## config.mk

```make
export PLATFORM = sky130hd
export DESIGN_NAME = drdy_gen
export DESIGN_NICKNAME = d
export VERILOG_FILES = /design/src/rtl/drdy_gen_pkg.sv /design/src/rtl/tick_div.sv /design/src/rtl/settle_gate.sv /design/src/rtl/drdy_gen.sv
export SDC_FILE = /design/constraint.sdc
export NUM_CORES = 1
export LEC_CHECK = 0
export ABC_CLOCK_PERIOD_IN_PS = 5400
export BUFFER_PORTS_ARGS = -buffer_cell sky130_fd_sc_hd__buf_4
export CAP_MARGIN = 40
export CORE_MARGIN = 10
export CORE_UTILIZATION = 55
export DETAILED_ROUTE_END_ITERATION = 6
export PLACE_DENSITY = 0.8
export RECOVER_POWER = 25
export SLEW_MARGIN = 0
export SYNTH_ARGS = -nofsm -noshare
export SYNTH_HDL_FRONTEND = slang
export SYNTH_SLANG_ARGS = --single-unit
```

## constraint.sdc

```tcl
create_clock -name clk_i -period 5.4 [get_ports clk_i]
set_input_delay 0.81 -clock clk_i [delete_from_list [all_inputs] [get_ports clk_i]]
set_output_delay 0.81 -clock clk_i [all_outputs]
set_load 0.01 [all_outputs]
```

## src/rtl/drdy_gen_pkg.sv

```systemverilog
package drdy_gen_pkg;
  localparam int PRE_W        = 2;
  localparam int OSR_W        = 3;
  localparam int OSR_LOG2_MIN = 5;
  localparam int PRE_CNT_W    = (1 << PRE_W) - 1;
  localparam int OSR_CNT_W    = OSR_LOG2_MIN + (1 << OSR_W) - 1;
  localparam int MOD_CNT_W    = 2;
  localparam int SETTLE_PER   = 2;

  typedef struct packed {
    logic [PRE_W-1:0] pre;
    logic [OSR_W-1:0] osr;
  } cfg_t;

  function automatic logic [PRE_CNT_W-1:0] pre_limit(input logic [PRE_W-1:0] s);
    return PRE_CNT_W'((1 << s) - 1);
  endfunction

  function automatic logic [OSR_CNT_W-1:0] osr_limit(input logic [OSR_W-1:0] s);
    return OSR_CNT_W'((1 << (int'(s) + OSR_LOG2_MIN)) - 1);
  endfunction
endpackage

```

## src/rtl/tick_div.sv

```systemverilog
module tick_div #(
  parameter int CNT_W = 3
) (
  input  logic             clk_i,
  input  logic             rst_ni,
  input  logic             clr_i,
  input  logic             en_i,
  input  logic [CNT_W-1:0] limit_i,
  output logic             tick_o
);
  logic [CNT_W-1:0] cnt_q;

  assign tick_o = en_i && (cnt_q == limit_i);

  always_ff @(posedge clk_i or negedge rst_ni) begin
    if (!rst_ni)      cnt_q <= '0;
    else if (clr_i)   cnt_q <= '0;
    else if (tick_o)  cnt_q <= '0;
    else if (en_i)    cnt_q <= cnt_q + 1'b1;
  end

  // covers R1 (prescaler), R2 (modulator) and R3 (oversampling) instances
  assert_cnt_le_limit_R1: assert property (@(posedge clk_i) disable iff (!rst_ni)
    cnt_q <= limit_i);
endmodule

```

## src/rtl/settle_gate.sv

```systemverilog
module settle_gate #(
  parameter int SETTLE = 2
) (
  input  logic clk_i,
  input  logic rst_ni,
  input  logic clr_i,
  input  logic term_i,
  output logic fire_o,
  output logic settling_o
);
  localparam int SW = $clog2(SETTLE + 2);
  localparam logic [SW-1:0] DONE = SW'(SETTLE + 1);

  logic [SW-1:0] seen_q;

  assign fire_o     = term_i && (seen_q >= SW'(SETTLE));
  assign settling_o = (seen_q != DONE);

  always_ff @(posedge clk_i or negedge rst_ni) begin
    if (!rst_ni)                     seen_q <= '0;
    else if (clr_i)                  seen_q <= '0;
    else if (term_i && seen_q != DONE) seen_q <= seen_q + 1'b1;
  end

  assert_settle_clears_R7: assert property (@(posedge clk_i) disable iff (!rst_ni)
    (fire_o && !clr_i) |=> !settling_o);
  assert_no_fire_early_R4: assert property (@(posedge clk_i) disable iff (!rst_ni)
    (term_i && seen_q < SW'(SETTLE)) |-> !fire_o);
endmodule

```

## src/rtl/drdy_gen.sv

```systemverilog
module drdy_gen
  import drdy_gen_pkg::*;
#(
  parameter int IDX_W = 8
) (
  input  logic             clk_i,
  input  logic             rst_ni,
  input  logic [PRE_W-1:0] pre_sel_i,
  input  logic [OSR_W-1:0] osr_sel_i,
  output logic             amclk_tick_o,
  output logic             dmclk_tick_o,
  output logic             drdy_no,
  output logic             settling_o,
  output logic [IDX_W-1:0] sample_idx_o
);
  cfg_t cfg_q, cfg_d;
  logic restart, osr_term, fire;
  logic [IDX_W-1:0] idx_q;

  assign cfg_d   = '{pre: pre_sel_i, osr: osr_sel_i};
  assign restart = (cfg_d != cfg_q);

  always_ff @(posedge clk_i or negedge rst_ni) begin
    if (!rst_ni)      cfg_q <= '0;
    else if (restart) cfg_q <= cfg_d;
  end

  tick_div #(.CNT_W(PRE_CNT_W)) u_pre (
    .clk_i, .rst_ni, .clr_i(restart), .en_i(1'b1),
    .limit_i(pre_limit(cfg_q.pre)), .tick_o(amclk_tick_o));

  tick_div #(.CNT_W(MOD_CNT_W)) u_mod (
    .clk_i, .rst_ni, .clr_i(restart), .en_i(amclk_tick_o),
    .limit_i(MOD_CNT_W'(3)), .tick_o(dmclk_tick_o));

  tick_div #(.CNT_W(OSR_CNT_W)) u_osr (
    .clk_i, .rst_ni, .clr_i(restart), .en_i(dmclk_tick_o),
    .limit_i(osr_limit(cfg_q.osr)), .tick_o(osr_term));

  settle_gate #(.SETTLE(SETTLE_PER)) u_settle (
    .clk_i, .rst_ni, .clr_i(restart), .term_i(osr_term),
    .fire_o(fire), .settling_o(settling_o));

  always_ff @(posedge clk_i or negedge rst_ni) begin
    if (!rst_ni)      idx_q <= '0;
    else if (restart) idx_q <= '0;
    else if (fire)    idx_q <= idx_q + 1'b1;
  end

  assign drdy_no      = ~fire;
  assign sample_idx_o = idx_q;

  assert_drdy_one_cycle_R5: assert property (@(posedge clk_i) disable iff (!rst_ni)
    !drdy_no |=> drdy_no);
  assert_restart_clears_R6: assert property (@(posedge clk_i) disable iff (!rst_ni)
    restart |=> (settling_o && sample_idx_o == '0 && drdy_no));
  assert_dm_with_am_R2: assert property (@(posedge clk_i) disable iff (!rst_ni)
    dmclk_tick_o |-> amclk_tick_o);
  assert_drdy_on_dm_R3: assert property (@(posedge clk_i) disable iff (!rst_ni)
    !drdy_no |-> dmclk_tick_o);
  assert_idx_step_R8: assert property (@(posedge clk_i) disable iff (!rst_ni)
    (!drdy_no && !restart) |=> sample_idx_o == $past(sample_idx_o) + 1'b1);
endmodule

```

* Word level (Yosys, flattened, before mapping)
Index checks and enable logic that the tools add are counted.
Operators by class: bitwise gates (word level) 1, shift-type cells 2, add/subtract/negate cells 8, equality and inequality tests 5, order comparisons 1, reductions and logical operators 8, muxes and demuxes 12
Operators with widths (number):
- $mux W12 | 3
- $mux W8 | 2
- $add A12 B1 Y12 const B | 1
- $eq A12 B12 Y1 | 1
- $shl A1 B4 Y12 const A | 1
- $sub A12 B2 Y12 const B | 1
- $mux W2 | 5
- $add A8 B1 Y8 const B | 1
- $mux W3 | 2
- $reduce_bool A3 Y1 | 2
- $ne A5 B5 Y1 | 1
- $add A2 B1 Y2 const B | 2
- $add A3 B3 Y4 const B | 1
- $logic_and A1 B1 Y1 | 4
- $reduce_bool A2 Y1 | 2
- $add A3 B1 Y3 const B | 1
- $eq A3 B3 Y1 | 1
- $shl A1 B2 Y3 const A | 1
- $sub A3 B2 Y3 const B | 1
- $eq A2 B2 Y1 const B | 1
- $ge A2 B2 Y1 const B | 1
- $ne A2 B2 Y1 const B | 1
- $not A1 Y1 | 1
Storage, ports and cells: bits of input ports 7, logic and storage cells 44, bits in registers 32, output and inout bits 12

* Longest topological paths before layout
word-level depth 8, mapped depth 8, mapped depth without buffers 7

* Hierarchy
A second synthesis with hierarchy kept.
Second synthesis, totals: cell total of the unflattened synthesis 201, area, all modules 2065.7 um2
Modules (own cells, without submodules):
- tick_div at u_osr | instances 1, area each 805.8 um2, cells an instance 74, seq. area each 300.3 um2
- drdy_gen | instances 1, area each 738.2 um2, cells an instance 77, seq. area each 325.3 um2
- tick_div at u_pre | instances 1, area each 236.5 um2, cells an instance 22, seq. area each 75.1 um2
- settle_gate | instances 1, area each 153.9 um2, cells an instance 14, seq. area each 50.0 um2
- tick_div at u_mod | instances 1, area each 131.4 um2, cells an instance 14, seq. area each 50.0 um2

* Worst setup path before layout
No wires, ideal clock.
path kind register -> register, start point reg cfg_q[0] in the netlist's numbering, end point reg idx_q[2] (netlist: sample_idx_o[2]), setup slack 2.749 ns, arrival time 2.524 ns, clock period less this slack 2.651 ns, stages on the path, launching flop included 8, library setup time 0.127 ns, data required time 5.273 ns, buffers on the path 1, cells stage by stage dfrtp_1 -> buf_4 -> or3_1 -> or3_1 -> and3_1 -> or3_4 -> or4_1 -> mux2_1
Between the ends: longest elaborated chain between the ends 7, elaborated cells on any way between the ends 9, those cells by class 2 x add/sub; 2 x eq/ne; 1 x shift; 1 x mux; 3 x reduce/logical
Ends and longest elaborated chain:
- start: declaration | line drdy_gen.sv:16 | cfg_t cfg_q, cfg_d;
- start signal: assignment | line drdy_gen.sv:25 | else if (restart) cfg_q <= cfg_d;
- $add A3 B3 Y4 | line drdy_gen_pkg.sv:20 | return OSR_CNT_W'((1 << (int'(s) + OSR_LOG2_MIN)) - 1);
- $shl A1 B4 Y12 | line drdy_gen_pkg.sv:20
- $sub A12 B2 Y12 | line drdy_gen_pkg.sv:20
- $eq A12 B12 Y1 | line tick_div.sv:13 | assign tick_o = en_i && (cnt_q == limit_i);
- $logic_and A1 B1 Y1 | line tick_div.sv:13
- $logic_and A1 B1 Y1 | line settle_gate.sv:16 | assign fire_o = term_i && (seen_q >= SW'(SETTLE));
- $reduce_bool A2 Y1 (no line)
- end signal: assignment | line drdy_gen.sv:47 | else if (fire) idx_q <= idx_q + 1'b1;
- end: declaration | line drdy_gen.sv:18 | logic [IDX_W-1:0] idx_q;
Several ways; a longest one is shown, not always the timed one. A chain may end at the register's enable or synchronous reset.

* Final worst setup path
start point reg cfg_q[3] in the netlist's numbering, end point out dmclk_tick_o
Between the ends: longest elaborated chain between the ends 4
Ends and longest elaborated chain:
- $shl A1 B2 Y3 | line drdy_gen_pkg.sv:16 | return PRE_CNT_W'((1 << s) - 1);
- $sub A3 B2 Y3 | line drdy_gen_pkg.sv:16
- $eq A3 B3 Y1 | line tick_div.sv:13
- $logic_and A1 B1 Y1 | line tick_div.sv:13
- end: declaration | line drdy_gen.sv:11 | output logic dmclk_tick_o,
No other way between the ends.

==> metrics.md <==
| Metric | Value |
|---|---|
| TNS Setup | `0 ns` |
| Die H | `between 80 and 90 um` |
| Startpoint types | `register` |
| CP required | `4.59 ns` |
| Delay-heaviest family, CP | `buffers and inverters` |
| Synth warn | `0` |
| Area Overhead vs Synth | `11.18%` |
| Seq. cell area | `roughly 800 um^2` |
| First-pass GRT wire length | `between 7000 and 8000 um` |
| Fmax | `around 310 MHz` |
| Slew HR | `-0.1640` |
| Status | `finished, violations left` |
| Postcts setup bufs | `0` |
| TritonCTS buffer count | `5` |
| Worst-Margin Slew | `1.746 ns` |
| Mapped Cells | `226` |
| DRT antenna net count | `0` |
| Pins over their slew limit | `33` |
| Max cap viols | `1` |
| PwrDens | `224.8 nW/um^2` |
| Total wire length | `~4300 um` |
| Core area | `~3400 um^2` |
| Routed WL per cell | `roughly 15 um` |
| Mapped Area | `approximately 2000 um^2` |
| Synth Area per Inst | `approximately 8.9 um^2` |
| Largest net degree at the start of global routing | `33` |
| Post-synth top cells | `dfrtp_1, nor2_1, nor3_1` |
| CP peak stage delay | `about 0.5 ns` |
| #FFs+latches synth | `32` |
| IO Count | `19` |
| Logic depth of the worst path, buffers included | `6` |
| DR DRC count | `0` |
| Post-CTS sizing | `0` |
| Final hold vios | `0` |
| Worst min-delay path category | `register to register` |
| Clk pwr share | `0.444` |
| H-tree depth | `2` |
| Crit-path cells | `or2_2 > a2111oi_0 > o21ai_0 > buf_4 > inv_1 > buf_4` |
| Die width | `80.52 um` |
| Clk_lat worst skew | `around 0.29 ns` |
| Async SR Flop Fraction | `1.000` |
| Clk root buf | `clkbuf_8` |
| NumNets Final | `250` |
| Clk sinks | `32` |
| Pre-antenna DRT Iters | `4` |
| Crit. End Element | `primary output` |
| DR vias | `1700` |
| Initial antenna violation count | `0` |
| Register area share after synthesis | `0.3975` |
| Sequential group share of total power | `0.490` |
| Static Leak | `~0.9 nW` |
| Maximum vdd ir drop | `between 0.00015 and 0.0002 V` |
| Top cell by count, worst path | `buf_4` |
| RSZ-0062 raised after global routing | `false` |
| Gate power share | `0.066` |
| Clock Pin Slew Worst Setup and Hold Paths | `0.06 ns` |
| Final core utilization | `0.6507` |
| GRT Resource Usage Total | `0.1466` |
| Critical path class | `register to primary output` |
| Switching Share | `0.2242` |
| Area of the multi-input gates | `about 1100 um^2` |
| Critical Path AT | `roughly 2.5 ns` |
| Min cycle time layout | `3.267 ns` |
| Share of layout cells above drive strength 1 | `0.1181` |
| Row Count | `21` |
| Yosys cell types | `between 40 and 50` |
| Post-CTS Hold Buffers | `0` |
| TritonCTS clock tree | `built` |
| Port-buffer cells | `18` |
| Top FF cell, synth | `dfrtp_1` |
| Buffers & Inverters on Critical Path | `3` |
| GRT overflow | `0` |
| Drt initial violations | `between 100 and 150` |
| Synth top area cells | `dfrtp_1, xor2_1, ha_1, nor3_1, nor2_1` |
| Worst Reg-to-Reg Cells | `8` |
| Crit path max-delay cell type | `a2111oi_0` |
| N_diodes | `0` |
| CP Max Fanout | `16` |
| Die area | `between 6000 and 7000 um^2` |
| GPL Wtd Cong | `about 0.86` |
| Number of global-route vias before repair | `around 1700` |
| Cell taking the most area after synthesis | `dfrtp_1` |
| Total power | `0.5034 mW` |
| Hold Path Depth | `1` |
| Initial Util | `0.5852` |
| Number of enable flip-flop cells after synthesis | `0` |
| Internal | `just under 0.4 mW` |
| Post-DP HPWL | `approximately 3000 um` |
| Final Cycle Share | `0.6049` |
| Drt via density | `approximately 6` |
| Sw Pwr | `about 0.11 mW` |
| Clock Tree Buf Depth | `2` |
| Setup violators final | `0` |
| Failing checks | `capacitance limit, slew limit` |
| Area share of the largest cell type after synthesis | `0.3975` |
| Most instantiated library cell after synthesis | `dfrtp_1` |
| Worst Skew | `around 0.0052 ns` |
| Fill count | `300` |
-- state kept, by name, summed over array words and instances (netlist names) --
signal	cells
u_pre.cnt_q	3
u_settle.seen_q	2
u_mod.cnt_q	2
u_osr.cnt_q	12
sample_idx_o	8
cfg_q	5
-- layout by cell type, fill, tap and decap left out, types with 2 or more instances in the layout --
cell type  instances
a2111oi_0          3
a21oi_1            5
a311oi_1           2
and3_1             6
and4_1             3
buf_4             14
clkbuf_1           7
clkbuf_8           5
conb_1             2
dfrtp_1           32
ha_1               7
inv_1              8
mux2i_1            4
nand2_1           12
nand2b_1           4
nand3_1            7
nand4_1           10
nor2_1            21
nor3_1            16
nor4_1             3
o2111ai_1          2
o211ai_1           2
o21ai_0           10
o31ai_1            3
or2_2              2
or3_1              5
or3_4              2
or4_1              2
xnor2_1            9
xor2_1            11
-- power by group through the flow --
stage | combinational, mW | clock [mW] | sequential [mW]
after floorplan | 0.0253 | 0 | 0.248
after global placement | 0.0341 | 0 | 0.251
after detailed placement | 0.0349 | 0 | 0.251
after CTS | 0.0351 | 0.229 | 0.246
after global routing | 0.0379 | 0.241 | 0.247
final | 0.0335 | 0.223 | 0.247
-- metrics by stage --
step	cells	cell area [um^2]	hold slack, ns	setup slack (ns)
3_3_place_gp	274	2150	0.4777	2.547
2_1_floorplan	227	2018	0.4575	2.749
5_1_grt	283	2240	0.5467	2.015
3_5_place_dp	275	2155	0.5071	2.487
4_1_cts	283	2262	0.4626	2.107
6_report	283	2240	0.5124	2.133
-- final timing paths --
kind	from	slack (ns)	end
worst max-delay path	cfg_q[3]	2.13	dmclk_tick_o
worst min-delay path	u_pre.cnt_q[0]	0.51	u_pre.cnt_q[0]
worst max register to register	cfg_q[3]	2.53	sample_idx_o[0]
worst min register to register	u_pre.cnt_q[0]	0.51	u_pre.cnt_q[0]
max in group asynchronous	rst_ni	3.41	u_osr.cnt_q[4]
min in group asynchronous	rst_ni	0.98	cfg_q[2]
-- layout make-up --
class | count | share of cell area
tap | 46 | 0.02570
timing repair buffer | 21 | 0.05922
multi-input combinational | 168 | 0.4961
clock buffer | 6 | 0.03240
clock inverter | 2 | 0.01564
inverter | 8 | 0.01341
sequential | 32 | 0.3575
-- cell families after synthesis --
logic type | count (synthesis) | synth area share
and+or+nand+nor | 98 | 0.2640
AOI/OAI and AO/OA | 35 | 0.1224
DFF | 32 | 0.3975
buffers and inverters | 27 | 0.05279
xor gates and xnor gates | 20 | 0.08696
adders and majority gates | 7 | 0.04348
muxes | 6 | 0.03106
other | 1 | 0.001862
-- routing by layer --
layer,global-route usage,wire (um)
met1,0.1727,2034
met2,0.2396,2058
met3,0.04454,188
met4,0.06338,44
met5,0,0
No activity file was read; power rests on OpenSTA's default activity.
